==> src/rtl/tmr_pkg.sv <==
package tmr_pkg;
  localparam int BUS_W  = 8;
  localparam int CNT_W  = 2 * BUS_W;
  localparam int PS_W   = 3;
  localparam int ADDR_W = 3;
  localparam int DIV_W  = (1 << PS_W) - 1;

  localparam logic [ADDR_W-1:0] A_STAT = 3'd0;
  localparam logic [ADDR_W-1:0] A_PSC  = 3'd1;
  localparam logic [ADDR_W-1:0] A_CNTL = 3'd2;
  localparam logic [ADDR_W-1:0] A_CNTH = 3'd3;
  localparam logic [ADDR_W-1:0] A_CONL = 3'd4;
  localparam logic [ADDR_W-1:0] A_CONH = 3'd5;

  localparam int B_FLAG = 7;
  localparam int B_IEN  = 6;
  localparam int B_RUN  = 4;

  typedef struct packed {
    logic             cntWrLo;
    logic             cntWrHi;
    logic             conWrLo;
    logic             conWrHi;
    logic             runEn;
    logic [PS_W-1:0]  psSel;
    logic [BUS_W-1:0] wrData;
  } dpStrobe_t;
endpackage

==> src/rtl/tmr_dp.sv <==
module tmr_dp
  import tmr_pkg::*;
(
  input  logic             clk,
  input  logic             rstN,
  input  logic             tick,
  input  dpStrobe_t        stb,
  output logic [CNT_W-1:0] count,
  output logic [CNT_W-1:0] constant,
  output logic             advance,
  output logic             matchEvt
);
  logic [DIV_W-1:0] divCnt;
  logic [DIV_W-1:0] divMask;
  logic [CNT_W-1:0] nextCnt;
  logic             anyWr;
  logic             cntWr;

  always_comb begin
    divMask = '0;
    for (int i = 0; i < DIV_W; i++) divMask[i] = (PS_W'(i) < stb.psSel);
  end

  assign cntWr    = stb.cntWrLo | stb.cntWrHi;
  assign anyWr    = cntWr | stb.conWrLo | stb.conWrHi;
  assign advance  = tick && stb.runEn && (divCnt >= divMask);
  assign nextCnt  = (count == constant) ? '0 : count + CNT_W'(1);
  assign matchEvt = advance && !anyWr && (nextCnt == constant);

  always_ff @(posedge clk) begin
    if (!rstN)                   divCnt <= '0;
    else if (anyWr || advance)   divCnt <= '0;
    else if (tick && stb.runEn)  divCnt <= divCnt + DIV_W'(1);
  end

  always_ff @(posedge clk) begin
    if (!rstN) count <= '0;
    else if (cntWr) begin
      if (stb.cntWrLo) count[BUS_W-1:0]     <= stb.wrData;
      if (stb.cntWrHi) count[CNT_W-1:BUS_W] <= stb.wrData;
    end else if (advance) count <= nextCnt;
  end

  always_ff @(posedge clk) begin
    if (!rstN) constant <= '0;
    else begin
      if (stb.conWrLo) constant[BUS_W-1:0]     <= stb.wrData;
      if (stb.conWrHi) constant[CNT_W-1:BUS_W] <= stb.wrData;
    end
  end
endmodule

==> src/rtl/tmr_ctl.sv <==
module tmr_ctl
  import tmr_pkg::*;
(
  input  logic              clk,
  input  logic              rstN,
  input  logic              stopReq,
  input  logic [ADDR_W-1:0] busAddr,
  input  logic [BUS_W-1:0]  busWrData,
  input  logic              busWr,
  input  logic              busRd,
  input  logic              matchEvt,
  input  logic [CNT_W-1:0]  count,
  input  logic [CNT_W-1:0]  constant,
  output dpStrobe_t         stb,
  output logic [BUS_W-1:0]  busRdData,
  output logic              irq,
  output logic              flag,
  output logic              armed,
  output logic              runEn
);
  logic            intEn;
  logic [PS_W-1:0] psSel;
  logic [BUS_W-1:0] hiLatch;
  logic statRd, cntLoRd, cntLoRdHiPart, statWr, psWr;

  assign statRd  = busRd && (busAddr == A_STAT);
  assign cntLoRd = busRd && (busAddr == A_CNTL);
  assign cntLoRdHiPart = cntLoRd;
  assign statWr  = busWr && (busAddr == A_STAT);
  assign psWr    = busWr && (busAddr == A_PSC);

  always_ff @(posedge clk) begin
    if (!rstN || stopReq)        flag <= 1'b0;
    else if (matchEvt)           flag <= 1'b1;
    else if (cntLoRd && armed)   flag <= 1'b0;
  end

  always_ff @(posedge clk) begin
    if (!rstN || stopReq)        armed <= 1'b0;
    else if (cntLoRd && armed)   armed <= 1'b0;
    else if (statRd && flag)     armed <= 1'b1;
  end

  always_ff @(posedge clk) begin
    if (!rstN)       intEn <= 1'b0;
    else if (statWr) intEn <= busWrData[B_IEN];
  end

  always_ff @(posedge clk) begin
    if (!rstN || stopReq) runEn <= 1'b0;
    else if (statWr)      runEn <= busWrData[B_RUN];
  end

  always_ff @(posedge clk) begin
    if (!rstN)     psSel <= '0;
    else if (psWr) psSel <= busWrData[PS_W-1:0];
  end

  always_ff @(posedge clk) begin
    if (!rstN)              hiLatch <= '0;
    else if (cntLoRdHiPart) hiLatch <= count[CNT_W-1:BUS_W];
  end

  always_comb begin
    busRdData = '0;
    case (busAddr)
      A_STAT: begin
        busRdData[B_FLAG] = flag;
        busRdData[B_IEN]  = intEn;
        busRdData[B_RUN]  = runEn;
      end
      A_PSC:  busRdData[PS_W-1:0] = psSel;
      A_CNTL: busRdData = count[BUS_W-1:0];
      A_CNTH: busRdData = hiLatch;
      A_CONL: busRdData = constant[BUS_W-1:0];
      A_CONH: busRdData = constant[CNT_W-1:BUS_W];
      default: busRdData = '0;
    endcase
  end

  assign irq = flag && intEn;

  always_comb begin
    stb         = '0;
    stb.cntWrLo = busWr && (busAddr == A_CNTL);
    stb.cntWrHi = busWr && (busAddr == A_CNTH);
    stb.conWrLo = busWr && (busAddr == A_CONL);
    stb.conWrHi = busWr && (busAddr == A_CONH);
    stb.runEn   = runEn;
    stb.psSel   = psSel;
    stb.wrData  = busWrData;
  end
endmodule

==> src/rtl/tmr_channel.sv <==
module tmr_channel
  import tmr_pkg::*;
(
  input  logic              clk,
  input  logic              rstN,
  input  logic              stopReq,
  input  logic              tick,
  input  logic [ADDR_W-1:0] busAddr,
  input  logic [BUS_W-1:0]  busWrData,
  input  logic              busWr,
  input  logic              busRd,
  output logic [BUS_W-1:0]  busRdData,
  output logic              irq
);
  dpStrobe_t        stb;
  logic [CNT_W-1:0] count;
  logic [CNT_W-1:0] constant;
  logic             advance;
  logic             matchEvt;
  logic             flag;
  logic             armed;
  logic             runEn;
  logic             cntWrAny;

  assign cntWrAny = stb.cntWrLo | stb.cntWrHi;

  tmr_ctl u_ctl (
    .clk(clk), .rstN(rstN), .stopReq(stopReq),
    .busAddr(busAddr), .busWrData(busWrData), .busWr(busWr), .busRd(busRd),
    .matchEvt(matchEvt), .count(count), .constant(constant),
    .stb(stb), .busRdData(busRdData), .irq(irq),
    .flag(flag), .armed(armed), .runEn(runEn)
  );

  tmr_dp u_dp (
    .clk(clk), .rstN(rstN), .tick(tick), .stb(stb),
    .count(count), .constant(constant), .advance(advance), .matchEvt(matchEvt)
  );
endmodule

==> config.mk <==
export PLATFORM = sky130hd
export DESIGN_NAME = tmr_channel
export DESIGN_NICKNAME = d
export VERILOG_FILES = /design/src/rtl/tmr_pkg.sv /design/src/rtl/tmr_dp.sv /design/src/rtl/tmr_ctl.sv /design/src/rtl/tmr_channel.sv
export SDC_FILE = /design/constraint.sdc
export NUM_CORES = 1
export LEC_CHECK = 0
export BUFFER_PORTS_ARGS = -buffer_cell sky130_fd_sc_hd__buf_2
export CAP_MARGIN = 10
export CORE_ASPECT_RATIO = 1.4
export CORE_MARGIN = 2
export CORE_UTILIZATION = 61
export DETAILED_ROUTE_END_ITERATION = 16
export HOLD_SLACK_MARGIN = 0.15
export PLACE_DENSITY = 0.78
export SLEW_MARGIN = 20
export SYNTH_ARGS = -nofsm -noshare
export SYNTH_HDL_FRONTEND = slang
export SYNTH_SLANG_ARGS = --single-unit
==> constraint.sdc <==
create_clock -name clk -period 3.2 [get_ports clk]
set_clock_uncertainty 0.2 [all_clocks]
set_input_delay 0.32 -clock clk [delete_from_list [all_inputs] [get_ports clk]]
set_output_delay 0.32 -clock clk [all_outputs]
set_load 0.005 [all_outputs]
**Word level (Yosys, flattened, before mapping)**

Index checks and enable logic that the tools add are counted.

- Bits in registers: 54
- Output and inout bits: 9
- Bits in latches: 0
- Memories kept: 0
- Memory bits (read-only): 0
- Bits in writable memories: 0
- Word-level logic and storage cells: 72
- Bits of input ports: 17

- Mux-type cells: 12
- Add/sub/neg operators: 2
- $lt $le $gt $ge: 8
- Multiply operators: 0
- Equality and inequality tests: 9
- Bitwise operators: 4
- Reduce and logical (&&, ||, !) cells: 26
- Div/mod/pow operators: 0
- Shifts and indexed selects: 0

Operator list:

| cell | count |
|---|---|
| $mux 16 | 3 |
| $eq 16x16->1 | 2 |
| $add 16x1->16 const B | 1 |
| $mux 8 | 2 |
| $logic_and 1x1->1 | 15 |
| $pmux 3 s5 | 1 |
| $pmux 2 s5 | 1 |
| $lt 3x3->1 const A | 3 |
| $pmux 1 s4 | 2 |
| $add 7x1->7 const B | 1 |
| $ge 7x7->1 | 1 |
| $eq 3x2->1 const B | 2 |
| $eq 3x3->1 const B | 2 |
| $lt 1x3->1 const A | 2 |
| $lt 2x3->1 const A | 2 |
| $pmux 1 s5 | 1 |
| $ne 2x1->1 const B | 2 |
| $reduce_and 2->1 | 2 |
| $reduce_bool 2->1 | 2 |
| $reduce_or 2->1 | 2 |
| $eq 3x1->1 const B | 1 |
| $logic_not 3->1 | 1 |
| $or 1x1->1 | 3 |
| $logic_not 1->1 | 2 |
| 3 further kinds | 5 |

**Longest topological paths before layout**

Gate-level depths: netlist (run 1).

- Depth in word-level cells: 9
- Mapped depth: 11
- Depth with buffers taken out: 10

**Cells and area by module**

A second synthesis (run 1) with hierarchy kept.

- Cells, all modules: 463
- Area, all modules: 3861.2 um^2

By module, submodules not included:

| module | cells each | area each (um^2) | instances |
|---|---|---|---|
| tmr_dp | 336 | 2788.9 | 1 |
| tmr_ctl | 127 | 1072.3 | 1 |

**Worst setup path after synthesis (run 1)**

Ideal clock, no wire load.

- Path type: flip-flop to flip-flop
- From: register u_ctl.psSel[2]
- To: register u_dp.count[11]
- Required time: 2879 ps
- Buffers on the path: 2
- Cell stages (with the launch flop): 11
- Data arrival time: 2199 ps
- Path slack: 680 ps
- Period minus slack after synthesis: 2520 ps
- Library setup time: 121 ps
- Cell sequence: dfxtp_1 -> clkbuf_1 -> o21ai_0 -> ha_1 -> a21o_1 -> a211o_1 -> o221ai_1 -> o21ai_0 -> buf_2 -> o21ai_0 -> a21oi_1

- Cells in the longest elaborated chain, start to end: 5
- Elaborated cells on any way between the ends: 11
- Those cells by class: 8 x order compare; 3 x reduce/logical

Ends and longest elaborated chain:

| what | RTL line | text |
|---|---|---|
| start: declaration | tmr_ctl.sv:22 | `logic [PS_W-1:0] psSel;` |
| start signal: assignment | tmr_ctl.sv:56 | `else if (psWr) psSel <= busWrData[PS_W-1:0];` |
| $lt 1x3->1, or another cell as far along | tmr_dp.sv:21 | `for (int i = 0; i < DIV_W; i++) divMask[i] = (PS_W'(i) < stb.psSel);` |
| $ge 7x7->1 (*) | tmr_dp.sv:26 | `assign advance = tick && stb.runEn && (divCnt >= divMask);` |
| $logic_and 1x1->1 (*) | tmr_dp.sv:26 |  |
| $reduce_bool 2->1 (no source line) (*) | - |  |
| $reduce_and 2->1 (no source line) (*) | - |  |
| end signal: indexed assignment | tmr_dp.sv:39 | `if (stb.cntWrLo) count[BUS_W-1:0] <= stb.wrData;` |
| end signal: indexed assignment | tmr_dp.sv:40 | `if (stb.cntWrHi) count[CNT_W-1:BUS_W] <= stb.wrData;` |
| end signal: assignment | tmr_dp.sv:41 | `end else if (advance) count <= nextCnt;` |
| end: declaration | tmr_dp.sv:8 | `output logic [CNT_W-1:0] count,` |

Every way passes the cells marked *; elsewhere a longest branch is shown, timed or not.
A chain may end at the register's enable or synchronous reset.

**Worst setup path after layout (run 1)**

- From: register u_ctl.psSel[1]
- To: register u_dp.count[2]

The elaborated chain is that of the path after synthesis.

==> results.txt, run 1 <==
HPWL Detailed - 7490 um
final count of hold timing violations - 0
Avg Synthesized Cell Area - 7.94 um^2
Layout Utilization - 69.7%
IO Count - 26
dpl cells - 522
WS Path Type - reg -> reg
final slew viol count - 0
clk_lat worst skew - 0.31 ns
DRC - 0
Non-Filler Instances - 538
ys flop type - dfxtp_1
Tcrit/Tclk final - 92.5%
CP endpoint - u_dp.count[2]$_SDFFE_PN0P_
Worst setup SP type - flip-flop
Global Route Usage Sum - 32.4%
vias per cell - 6.33
worst setup margin - 0.239 ns
Worst Path Required - 3.20 ns
Setup TNS Final - 0 ns
asr flop ratio synth - 0%
R2R Setup Slk - 0.24 ns
Max Cap Violations - 0
relative slew slack - 43.4%
Hold/Removal Path Class - in -> reg
largest net degree at the start of global routing - 46
Worst Setup End Kind - flip-flop
worst r2r path cells - 9
Initial Util - 64.1%
# setup viols final - 0
Placement Setup Slack - 0.411 ns
Reg2Reg Launch Point - u_ctl.psSel[1]$_SDFFE_PN0P_
Worst-Margin Slew - 0.825 ns
FF-to-FF End - u_dp.count[2]$_SDFFE_PN0P_
drt first pass iters - 5
f_max - 0.338 GHz
pwr/cell area - 358 mW/mm^2
smallest hold slack - 0.166 ns
outcome - completed
num rows - 32
Distinct cells, synth - 51
GRT overflow - 0
area of the multi-input gates - 0.00230 mm^2
Routed wire per std cell - 18.3 um
first-pass GRT wire length - 15,600 um
worst-path fanout max - 12
port bufs - 25
initial antenna violation count - 0
vias in the first global route - 3,261
sequential cell area - 0.00108 mm^2
Max clock buf depth - 2
CTS tree - yes
htree depth - 2
most common cell after layout, fill and taps aside - nand2_1
TritonCTS buffer count - 5
Seq/Total Area, Yosys - 30.3%
RSZ-0062 raised after global routing - no
number of antenna diodes - 0
crit path from - u_ctl.psSel[1]$_SDFFE_PN0P_
Die W - 68.6 um
share of cells above drive strength 1 - 10.4%
worst hold stages - 3
Detailed Route Iter0 Violations - 288
RePlAce Congestion - 0.970
yosys warns - 0
Die Y - 94.5 um
die area - 0.00648 mm^2
EDFF count, synth - 0
fin crit period - 2.96 ns
Post-CTS Setup Bufs - 0
leakage - 1.37 nW
maximum vdd drop - 0.264 mV
Synth Register Bits - 54
antenna-violating nets left - 0
CTS Root Cell - clkbuf_8
Routed WL - 9870 um
Synth Cell Area - 0.00356 mm^2
net count after synthesis - 475
area grow syn2layout - 8.81%
Mapped Cells - 449
Reg clk slew, reported paths - 0.10 ns
vias - 3,404
Crit path arrival time - 2.96 ns
Nets - 495
fill count - 470
commonest cells after routing, fill and taps aside - 57 x nand2_1, 54 x dfxtp_1, 34 x o21ai_0
core area - 0.00557 mm^2
TritonCTS Sinks - 54
==> how the worst min path moves through the flow <==
stage | from | end | slack [ns]
2_1_floorplan | u_ctl.hiLatch[4]$_SDFFE_PN0P_ | u_ctl.hiLatch[4]$_SDFFE_PN0P_ | 0.24
3_3_place_gp | u_ctl.hiLatch[1]$_SDFFE_PN0P_ | u_ctl.hiLatch[1]$_SDFFE_PN0P_ | 0.25
3_5_place_dp | u_ctl.hiLatch[2]$_SDFFE_PN0P_ | u_ctl.hiLatch[2]$_SDFFE_PN0P_ | 0.26
4_1_cts | busRd | u_ctl.armed$_SDFFE_PP0P_ | 0.16
5_1_grt | busRd | u_ctl.armed$_SDFFE_PP0P_ | 0.17
6_report | busRd | u_ctl.armed$_SDFFE_PP0P_ | 0.17
==> metal layers <==
| metal | track usage (%) | wire (um) | up-vias |
|---|---|---|---|
| li1 | - | - | 1623 |
| met1 | 39.6 | 3920 | 1584 |
| met2 | 56.5 | 4920 | 165 |
| met3 | 4.29 | 741 | 32 |
| met4 | 11.3 | 289 | 0 |
| met5 | 0 | 0 | - |
==> power breakdown <==
| group | internal, mW | total (mW) | leakage, nW | switching (mW) |
|---|---|---|---|---|
| Sequential | 0.683 | 0.706 | 0.436 | 0.0232 |
| Clock | 0.234 | 0.463 | 0.0514 | 0.230 |
| Combinational | 0.0859 | 0.219 | 0.881 | 0.133 |
==> worst max-delay path, stage by stage, from the launching register on <==
cell and delay (ns):
dfxtp_1 0.39, or3_1 0.36, ha_1 0.27, o21ai_0 0.08, a21oi_1 0.15, o221ai_1 0.18, mux2i_1 0.67, o21ai_0 0.24
a22oi_1 0.24, nor2b_1 0.07
==> metrics by stage <==
stage	power, mW	instance area, um^2
floorplan	0.874	3560
global placement	0.924	3690
detailed placement	0.928	3690
CTS	1.39	3880
global route	1.43	3880
finish	1.39	3880
==> cell families after synthesis <==
| family | synth area share, % |
|---|---|
| fa+ha+maj | 3.16 |
| mux | 6.53 |
| compound gates | 21.6 |
| flops | 30.3 |
| simple gates | 23.9 |
| xor+xnor | 9.30 |
| buf+inv | 5.16 |
==> cells in the mapped netlist (8+ instances only) <==
| cell type | number | area share, % |
|---|---|---|
| a21boi_0 | 16 | 3.4 |
| a21oi_1 | 27 | 3.8 |
| buf_2 | 8 | 1.1 |
| clkbuf_1 | 13 | 1.4 |
| dfxtp_1 | 54 | 30 |
| ha_1 | 9 | 3.2 |
| inv_1 | 10 | 1.1 |
| mux2i_1 | 21 | 5.9 |
| nand2_1 | 57 | 6.0 |
| nand2b_1 | 8 | 1.4 |
| nand3_1 | 9 | 1.3 |
| nand4_1 | 10 | 1.8 |
| nor2_1 | 30 | 3.2 |
| nor2b_1 | 20 | 3.5 |
| o21ai_0 | 34 | 4.8 |
| xnor2_1 | 26 | 6.4 |
| xor2_1 | 10 | 2.5 |
==> sequential cells by signal (all words and copies together), names as in the netlist <==
name           flops
u_dp.divCnt        7
u_dp.count        16
u_ctl.runEn        1
u_ctl.flag         1
u_dp.constant     16
u_ctl.psSel        3
u_ctl.intEn        1
u_ctl.armed        1
u_ctl.hiLatch      8
==> area by class of cell <==
class / count / area share [%]
clock inverters: 2 / 0.968
clock buffers: 6 / 1.87
inverters: 10 / 0.968
repair buffers: 41 / 6.84
well taps: 68 / 2.19
flip-flops and latches: 54 / 27.9
multi-input cells: 357 / 59.3
==> what timing repair did <==
action,in CTS,in global routing
hold buffers,8,0
gates resized for setup,0,0
endpoints found under the hold margin,17,0
Power figures use the tool's default switching activity.
==> inputs of run 2 (changes only) <==
--- a/config.mk
+++ b/config.mk
@@ -5,7 +5,8 @@
 export SDC_FILE = /design/constraint.sdc
 export NUM_CORES = 1
 export LEC_CHECK = 0
-export BUFFER_PORTS_ARGS = -buffer_cell sky130_fd_sc_hd__buf_2
+export ABC_AREA = 1
+export BUFFER_PORTS_ARGS = -buffer_cell sky130_fd_sc_hd__clkbuf_2
 export CAP_MARGIN = 10
 export CORE_ASPECT_RATIO = 1.4
 export CORE_MARGIN = 2
==> run 2 against run 1 <==
  * Hold slack worse by 0.020 ns
  * Via count up 11%
  * Clock-buffer cell count unchanged
  * Sequential cell count unchanged
  * Largest power group unchanged
==> results.txt, run 2 <==
top cells by area, synth - dfxtp_1 31%, nand2_1 18%, inv_1 6.7%, o211ai_1 6.0%, a21oi_1 5.8%
clk_lat worst skew - 0.32 ns
largest net degree at the start of global routing - 43
share of cells above drive strength 1 - 10.4%
Detailed Route Iter0 Violations - 295
Hold/Removal Path Class - in -> reg
combinational cell fraction of total power - 18.7%
sequential share of power - 51.5%
Crit path arrival time - 2.62 ns
number of antenna diodes - 0
internal power - 0.954 mW
outcome - completed
cell family with most CP delay - compound AO/OA/AOI/OAI gates
Reg2Reg Launch Point - u_ctl.psSel[1]$_SDFFE_PN0P_
dpl cells - 633
R2R Setup Slk - 0.59 ns
WL met2 - 4940 um
CTS Root Cell - clkbuf_8
Die Y - 93.8 um
P_sw - 0.441 mW
Avg Synthesized Cell Area - 6.31 um^2
CTS tree - yes
cell mode on critical path - nand2_1
ys flop type - dfxtp_1
Max Cap Violations - 0
most common cell after layout, fill and taps aside - nand2_1
commonest cells after routing, fill and taps aside - 173 x nand2_1, 63 x inv_1, 54 x dfxtp_1
Non-Filler Instances - 653
Global Route Usage Sum - 33.6%
first-pass GRT wire length - 16,000 um
Buffers & Inverters on Critical Path - 2
Mapped Cells - 556
fill count - 504
drt first pass iters - 4
DRC - 0
Routed wire per std cell - 15.5 um
Layout Utilization - 69.7%
RePlAce Congestion - 0.962
Reg clk slew, reported paths - 0.10 ns
yosys warns - 0
top-area cell type share of the netlist area - 30.8%
Routed WL - 10,100 um
Worst Setup End Kind - flip-flop
Worst Path Required - 3.21 ns
net count after synthesis - 582
worst r2r path cells - 12
Worst-Margin Slew - 0.715 ns
GRT overflow - 0
Post-CTS Setup Bufs - 0
port bufs - 25
Routed met3 length - 626 um
worst-path fanout max - 16
Die W - 68.1 um
fin crit period - 2.61 ns
Commonest cells post-synth - 173 x nand2_1, 63 x inv_1, 54 x dfxtp_1
Clk pwr share - 29.9%
IO Count - 26
final count of hold timing violations - 0
Regs by FF count - u_dp.constant x16, u_dp.count x16, u_ctl.hiLatch x8
die area - 0.00639 mm^2
num rows - 32
Critical Path, Cell by Cell - o21ai_0 > ha_1 > a21oi_1 > o21a_1 > nand3_1 > nand2_1 > inv_1 > nand2_1 > nand2_1 > o211ai_1 > o211ai_1 > inv_1
antenna-violating nets left - 0
Initial Util - 63.5%
EDFF count, synth - 0
final instance area - 0.00385 mm^2
Worst Hold End - u_dp.divCnt[1]$_SDFFE_PP0P_
Setup TNS Final - 0 ns
TritonCTS Sinks - 54
WS Path Type - reg -> reg
vias in the first global route - 3,381
vias per cell - 5.79
area grow syn2layout - 9.62%
asr flop ratio synth - 0%
pwr/cell area - 362 mW/mm^2
uppermost layer routed - met4
slowest CP cell - dfxtp_1
Tcrit/Tclk final - 81.6%
Nets - 610
FF-to-FF End - u_dp.count[13]$_SDFFE_PN0P_
relative slew slack - 51.9%
Max clock buf depth - 2
HPWL Detailed - 7470 um
core area - 0.00553 mm^2
largest area contributor in the netlist - dfxtp_1
Net Sw Frac - 31.6%
maximum vdd drop - 0.225 mV
vias - 3,784
initial antenna violation count - 0
Synth Register Bits - 54
# setup viols final - 0
Gates resized, CTS repair - 0
min-delay src - tick
leakage - 1.78 nW
DP Area - 0.00363 mm^2
Seq/Total Area, Yosys - 30.8%
htree depth - 2
RSZ-0062 raised after global routing - no
top-count cell post-synth - nand2_1
Worst setup SP type - flip-flop
max incr delay on CP - 0.45 ns
f_max - 0.383 GHz
TritonCTS buffer count - 5
Distinct cells, synth - 30
Synth Cell Area - 0.00351 mm^2
final slew viol count - 0
routed length on met1 - 4070 um
worst hold stages - 4
hold_buf cts - 12
## run 2: changes by cell type after synthesis, moves of 7 or more
cell / previous run / this run
nor2_1: 30 / 41
a21boi_0: 16 / 0
xnor2_1: 26 / 2
o211ai_1: 0 / 28
nand3_1: 9 / 30
nand2b_1: 8 / 0
a21oi_1: 27 / 41
nand2_1: 57 / 173
inv_1: 10 / 63
mux2i_1: 21 / 0
inv_2: 0 / 11
nor2b_1: 20 / 0
and2_1: 7 / 0
## run 2: cell type report
| cell class | count | area (um^2) | share of cell area (%) |
|---|---|---|---|
| Inverter | 74 | 278 | 7.22 |
| Sequential cell | 54 | 1080 | 28.1 |
| Clock inverter | 2 | 12.5 | 0.325 |
| Tap cell | 68 | 85.1 | 2.21 |
| Timing Repair Buffer | 39 | 260 | 6.76 |
| Clock buffer | 6 | 82.6 | 2.15 |
| Multi-Input combinational cell | 410 | 2050 | 53.3 |
## run 2: metrics by stage
step / power [mW] / hold WS [ns] / worst slack (ns)
final: 1.39 / 0.146 / 0.588
after global routing: 1.45 / 0.164 / 0.378
after CTS: 1.39 / 0.155 / 0.611
after detailed placement: 0.977 / 0.271 / 0.628
after global placement: 0.973 / 0.249 / 0.710
after floorplan: 0.918 / 0.240 / 1.03
## run 2: worst max-delay path by stage
| stage | start | to | slack, ns | depth (start not counted) |
|---|---|---|---|---|
| detailed placement | u_ctl.psSel[2]$_SDFFE_PN0P_ | u_dp.count[10]$_SDFFE_PN0P_ | 0.63 | 12 |
| floorplan | u_ctl.psSel[1]$_SDFFE_PN0P_ | u_dp.count[13]$_SDFFE_PN0P_ | 1.03 | 14 |
| global placement | u_ctl.psSel[2]$_SDFFE_PN0P_ | u_dp.count[13]$_SDFFE_PN0P_ | 0.71 | 12 |
| global route | u_ctl.psSel[1]$_SDFFE_PN0P_ | u_dp.count[9]$_SDFFE_PN0P_ | 0.38 | 12 |
| CTS | u_ctl.psSel[2]$_SDFFE_PN0P_ | u_dp.count[10]$_SDFFE_PN0P_ | 0.61 | 12 |
| finish | u_ctl.psSel[1]$_SDFFE_PN0P_ | u_dp.count[13]$_SDFFE_PN0P_ | 0.59 | 12 |
## run 2: worst min-delay path, stage by stage
cell and delay [ns]:
clkbuf_2 0.07, nand2_1 0.10, nand2_1 0.08, a21oi_1 0.05
## run 2: power groups by stage
stage	registers, mW	clock network [mW]	logic, mW
after CTS	0.717	0.415	0.256
after global routing	0.720	0.440	0.289
after floorplan	0.723	0	0.195
after detailed placement	0.732	0	0.245
after global placement	0.732	0	0.241
final	0.718	0.417	0.260
## run 2: logic make-up after synthesis
group | count (synthesis) | synth area share [%]
AND/OR/NAND/NOR | 267 | 31.4
AO/OA/AOI/OAI | 119 | 20.0
buffers and inverters | 92 | 10.8
flip-flops | 54 | 30.8
XOR/XNOR | 15 | 3.74
adder cells (fa/ha/maj) | 9 | 3.21
## run 2: routing by layer
metal | up-vias | global-route usage (%)
met5 | - | 0
met2 | 165 | 57.9
li1 | 1876 | -
met1 | 1708 | 39.1
met3 | 35 | 5.04
met4 | 0 | 16.8
==> inputs of run 3 (changes only) <==
--- a/config.mk
+++ b/config.mk
@@ -10,10 +10,10 @@
 export CAP_MARGIN = 10
 export CORE_ASPECT_RATIO = 1.4
 export CORE_MARGIN = 2
-export CORE_UTILIZATION = 61
+export CORE_UTILIZATION = 55
 export DETAILED_ROUTE_END_ITERATION = 16
 export HOLD_SLACK_MARGIN = 0.15
-export PLACE_DENSITY = 0.78
+export PLACE_DENSITY = 0.74
 export SLEW_MARGIN = 20
 export SYNTH_ARGS = -nofsm -noshare
 export SYNTH_HDL_FRONTEND = slang
==> constraint.sdc (replaced) <==
create_clock -name clk -period 2.1 [get_ports clk]
set_clock_uncertainty 0.2 [all_clocks]
set_input_delay 0.21 -clock clk [delete_from_list [all_inputs] [get_ports clk]]
set_output_delay 0.21 -clock clk [all_outputs]
set_load 0.005 [all_outputs]
==> run 3 against run 2 <==
  * The run now ends with setup timing left
  * Sequential share of layout area down 3.9 points
  * Global-route usage down 0.051 points
  * Clock power up 53%
  * Non-clock buffer count up 68
  * Clock-buffer cell count up 1
  * Sequential power up 52%
  * Setup slack worse by 0.67 ns
  * Utilization up 4.7 points
  * Register-to-register slack worse by 0.67 ns
  * Critical path type unchanged
  * Highest routed layer unchanged
==> results.txt, run 3 (same netlist as run 2, synthesis figures left out) <==
Top Usage Layer GRT - met2
Nets - 679
TritonCTS buffer count - 5
die area - 0.00705 mm^2
clk_lat worst skew - 0.32 ns
Max Cap Violations - 0
fin crit period - 2.18 ns
Die Y - 98.5 um
Tcrit/Tclk final - 104%
Routed WL - 11,600 um
smallest hold slack - 0.166 ns
leakage - 2.16 nW
core area - 0.00621 mm^2
cell mode on critical path - nand2_1
Worst-Margin Slew - 0.528 ns
Worst Path Required - 2.12 ns
failing checks - setup timing
area grow syn2layout - 31.6%
RSZ-0062 raised after global routing - yes
final count of hold timing violations - 0
f_max - 0.459 GHz
DRC - 0
HPWL Detailed - 8240 um
max incr delay on CP - 0.38 ns
CTS Root Cell - clkbuf_8
Detailed Route Iter0 Violations - 316
cell family with most CP delay - compound AO/OA/AOI/OAI gates
Reg clk slew, reported paths - 0.11 ns
vias per cell - 5.76
antenna-violating nets left - 0
Routed wire per std cell - 16.0 um
pwr/cell area - 492 mW/mm^2
Worst Setup End Kind - flip-flop
Die W - 71.5 um
port bufs - 25
htree depth - 2
final slew viol count - 0
GRT overflow - 0
outcome - finished, violations left
Worst setup SP type - flip-flop
commonest cells after routing, fill and taps aside - 168 x nand2_1, 60 x inv_1, 58 x buf_4
worst-path fanout max - 8
largest net degree at the start of global routing - 43
Critical Path, Cell by Cell - o21ai_1 > ha_1 > a21oi_1 > o21a_1 > nand3_1 > nand2_1 > inv_2 > o21ai_4 > buf_12 > nand2_1 > o211ai_1 > inv_1
first-pass GRT wire length - 18,700 um
Crit path arrival time - 2.20 ns
initial antenna violation count - 0
grt met1 use - 39.2%
Max clock buf depth - 2
drt first pass iters - 5
WS Path Type - reg -> reg
slowest CP cell - dfxtp_4
Buffers & Inverters on Critical Path - 3
IO Count - 26
share of cells above drive strength 1 - 26.1%
GR Util met3 - 4.81%
# setup viols final - 16
Regs by FF count - u_dp.constant x16, u_dp.count x16, u_ctl.hiLatch x8
num rows - 34
most common cell after layout, fill and taps aside - nand2_1
number of antenna diodes - 0
Placement Setup Slack - -0.208 ns
met2 usage in global routing - 58.0%
Hold/Removal Path Class - in -> reg
Global Route Usage Sum - 33.5%
maximum vdd drop - 0.307 mV
relative slew slack - 64.5%
vias in the first global route - 4,023
Initial Util - 56.5%
vias - 4,181
RePlAce Congestion - 0.986
TritonCTS Sinks - 54
CTS tree - yes
worst setup margin - -0.0795 ns
run 3: changes by cell type in the layout (fill, tap and decap cells not counted), sizes merged:
cell         previous run  this run
buf                     2        63
dlygate4sd3            12        18
nand2                 177       178
clkbuf                 31        33
clkinvlp                1         0
run 3: stage by stage:
step / setup TNS (ns) / cell area [um^2] / cells / total power [mW] / utilization, %
after global routing: -2.85 / 4620 / 726 / 2.37 / 74.4
after detailed placement: -2.46 / 4090 / 694 / 1.58 / 65.9
final: -0.665 / 4620 / 726 / 2.27 / 74.4
after global placement: -0.843 / 4090 / 694 / 1.57 / 65.9
after floorplan: 0 / 3520 / 556 / 1.40 / -
after CTS: -0.0482 / 4480 / 721 / 2.22 / 72.1
run 3: final timing paths:
path	start	endpoint	slack, ns	cells past startpoint
hold reg to reg	u_ctl.armed$_SDFFE_PP0P_	u_ctl.armed$_SDFFE_PP0P_	0.28	2
setup reg to reg	u_ctl.psSel[0]$_SDFFE_PN0P_	u_dp.count[2]$_SDFFE_PN0P_	-0.08	12
setup / recovery	u_ctl.psSel[0]$_SDFFE_PN0P_	u_dp.count[2]$_SDFFE_PN0P_	-0.08	12
hold / removal	busAddr[1]	u_ctl.psSel[0]$_SDFFE_PN0P_	0.17	4
run 3: power breakdown:
part	total (mW)	switching, mW	internal [mW]
Combinational	0.545	0.315	0.231
Sequential	1.09	0.0354	1.06
Clock	0.636	0.369	0.268
run 3: timing repair:
item                                    4_1_cts  5_1_grt
pin swaps                                     4       10
endpoints found under the setup margin       17       18
setup buffers                                 0        4
gates cloned                                  1        1
hold buffers                                 18        0
hold endpoints to repair                     30        0
resized for setup                            41       24
run 3: layout make-up:
cell class,instances,area (um^2)
well taps,72,90.1
clock buffers,7,86.3
multi-input cells,411,2200
flip-flops and latches,54,1120
inverters,74,278
clock inverters,1,5.00
fillers,478,1590
repair buffers,107,840
run 3: worst reg2reg max path, cell delays in order (launching register included):
cell,delay [ns]
dfxtp_4,0.38
o21ai_1,0.17
ha_1,0.27
a21oi_1,0.15
o21a_1,0.12
nand3_1,0.07
nand2_1,0.09
inv_2,0.07
o21ai_4,0.19
buf_12,0.16
nand2_1,0.07
o211ai_1,0.08
inv_1,0.05
run 3: metal layers:
metal / wire length, um / vias up / part of all wire (%)
met2: 5850 / 184 / 50
li1: - / 2010 / -
met3: 747 / 59 / 6.4
met1: 4360 / 1928 / 37
met4: 692 / 0 / 5.9
met5: 0 / - / 0
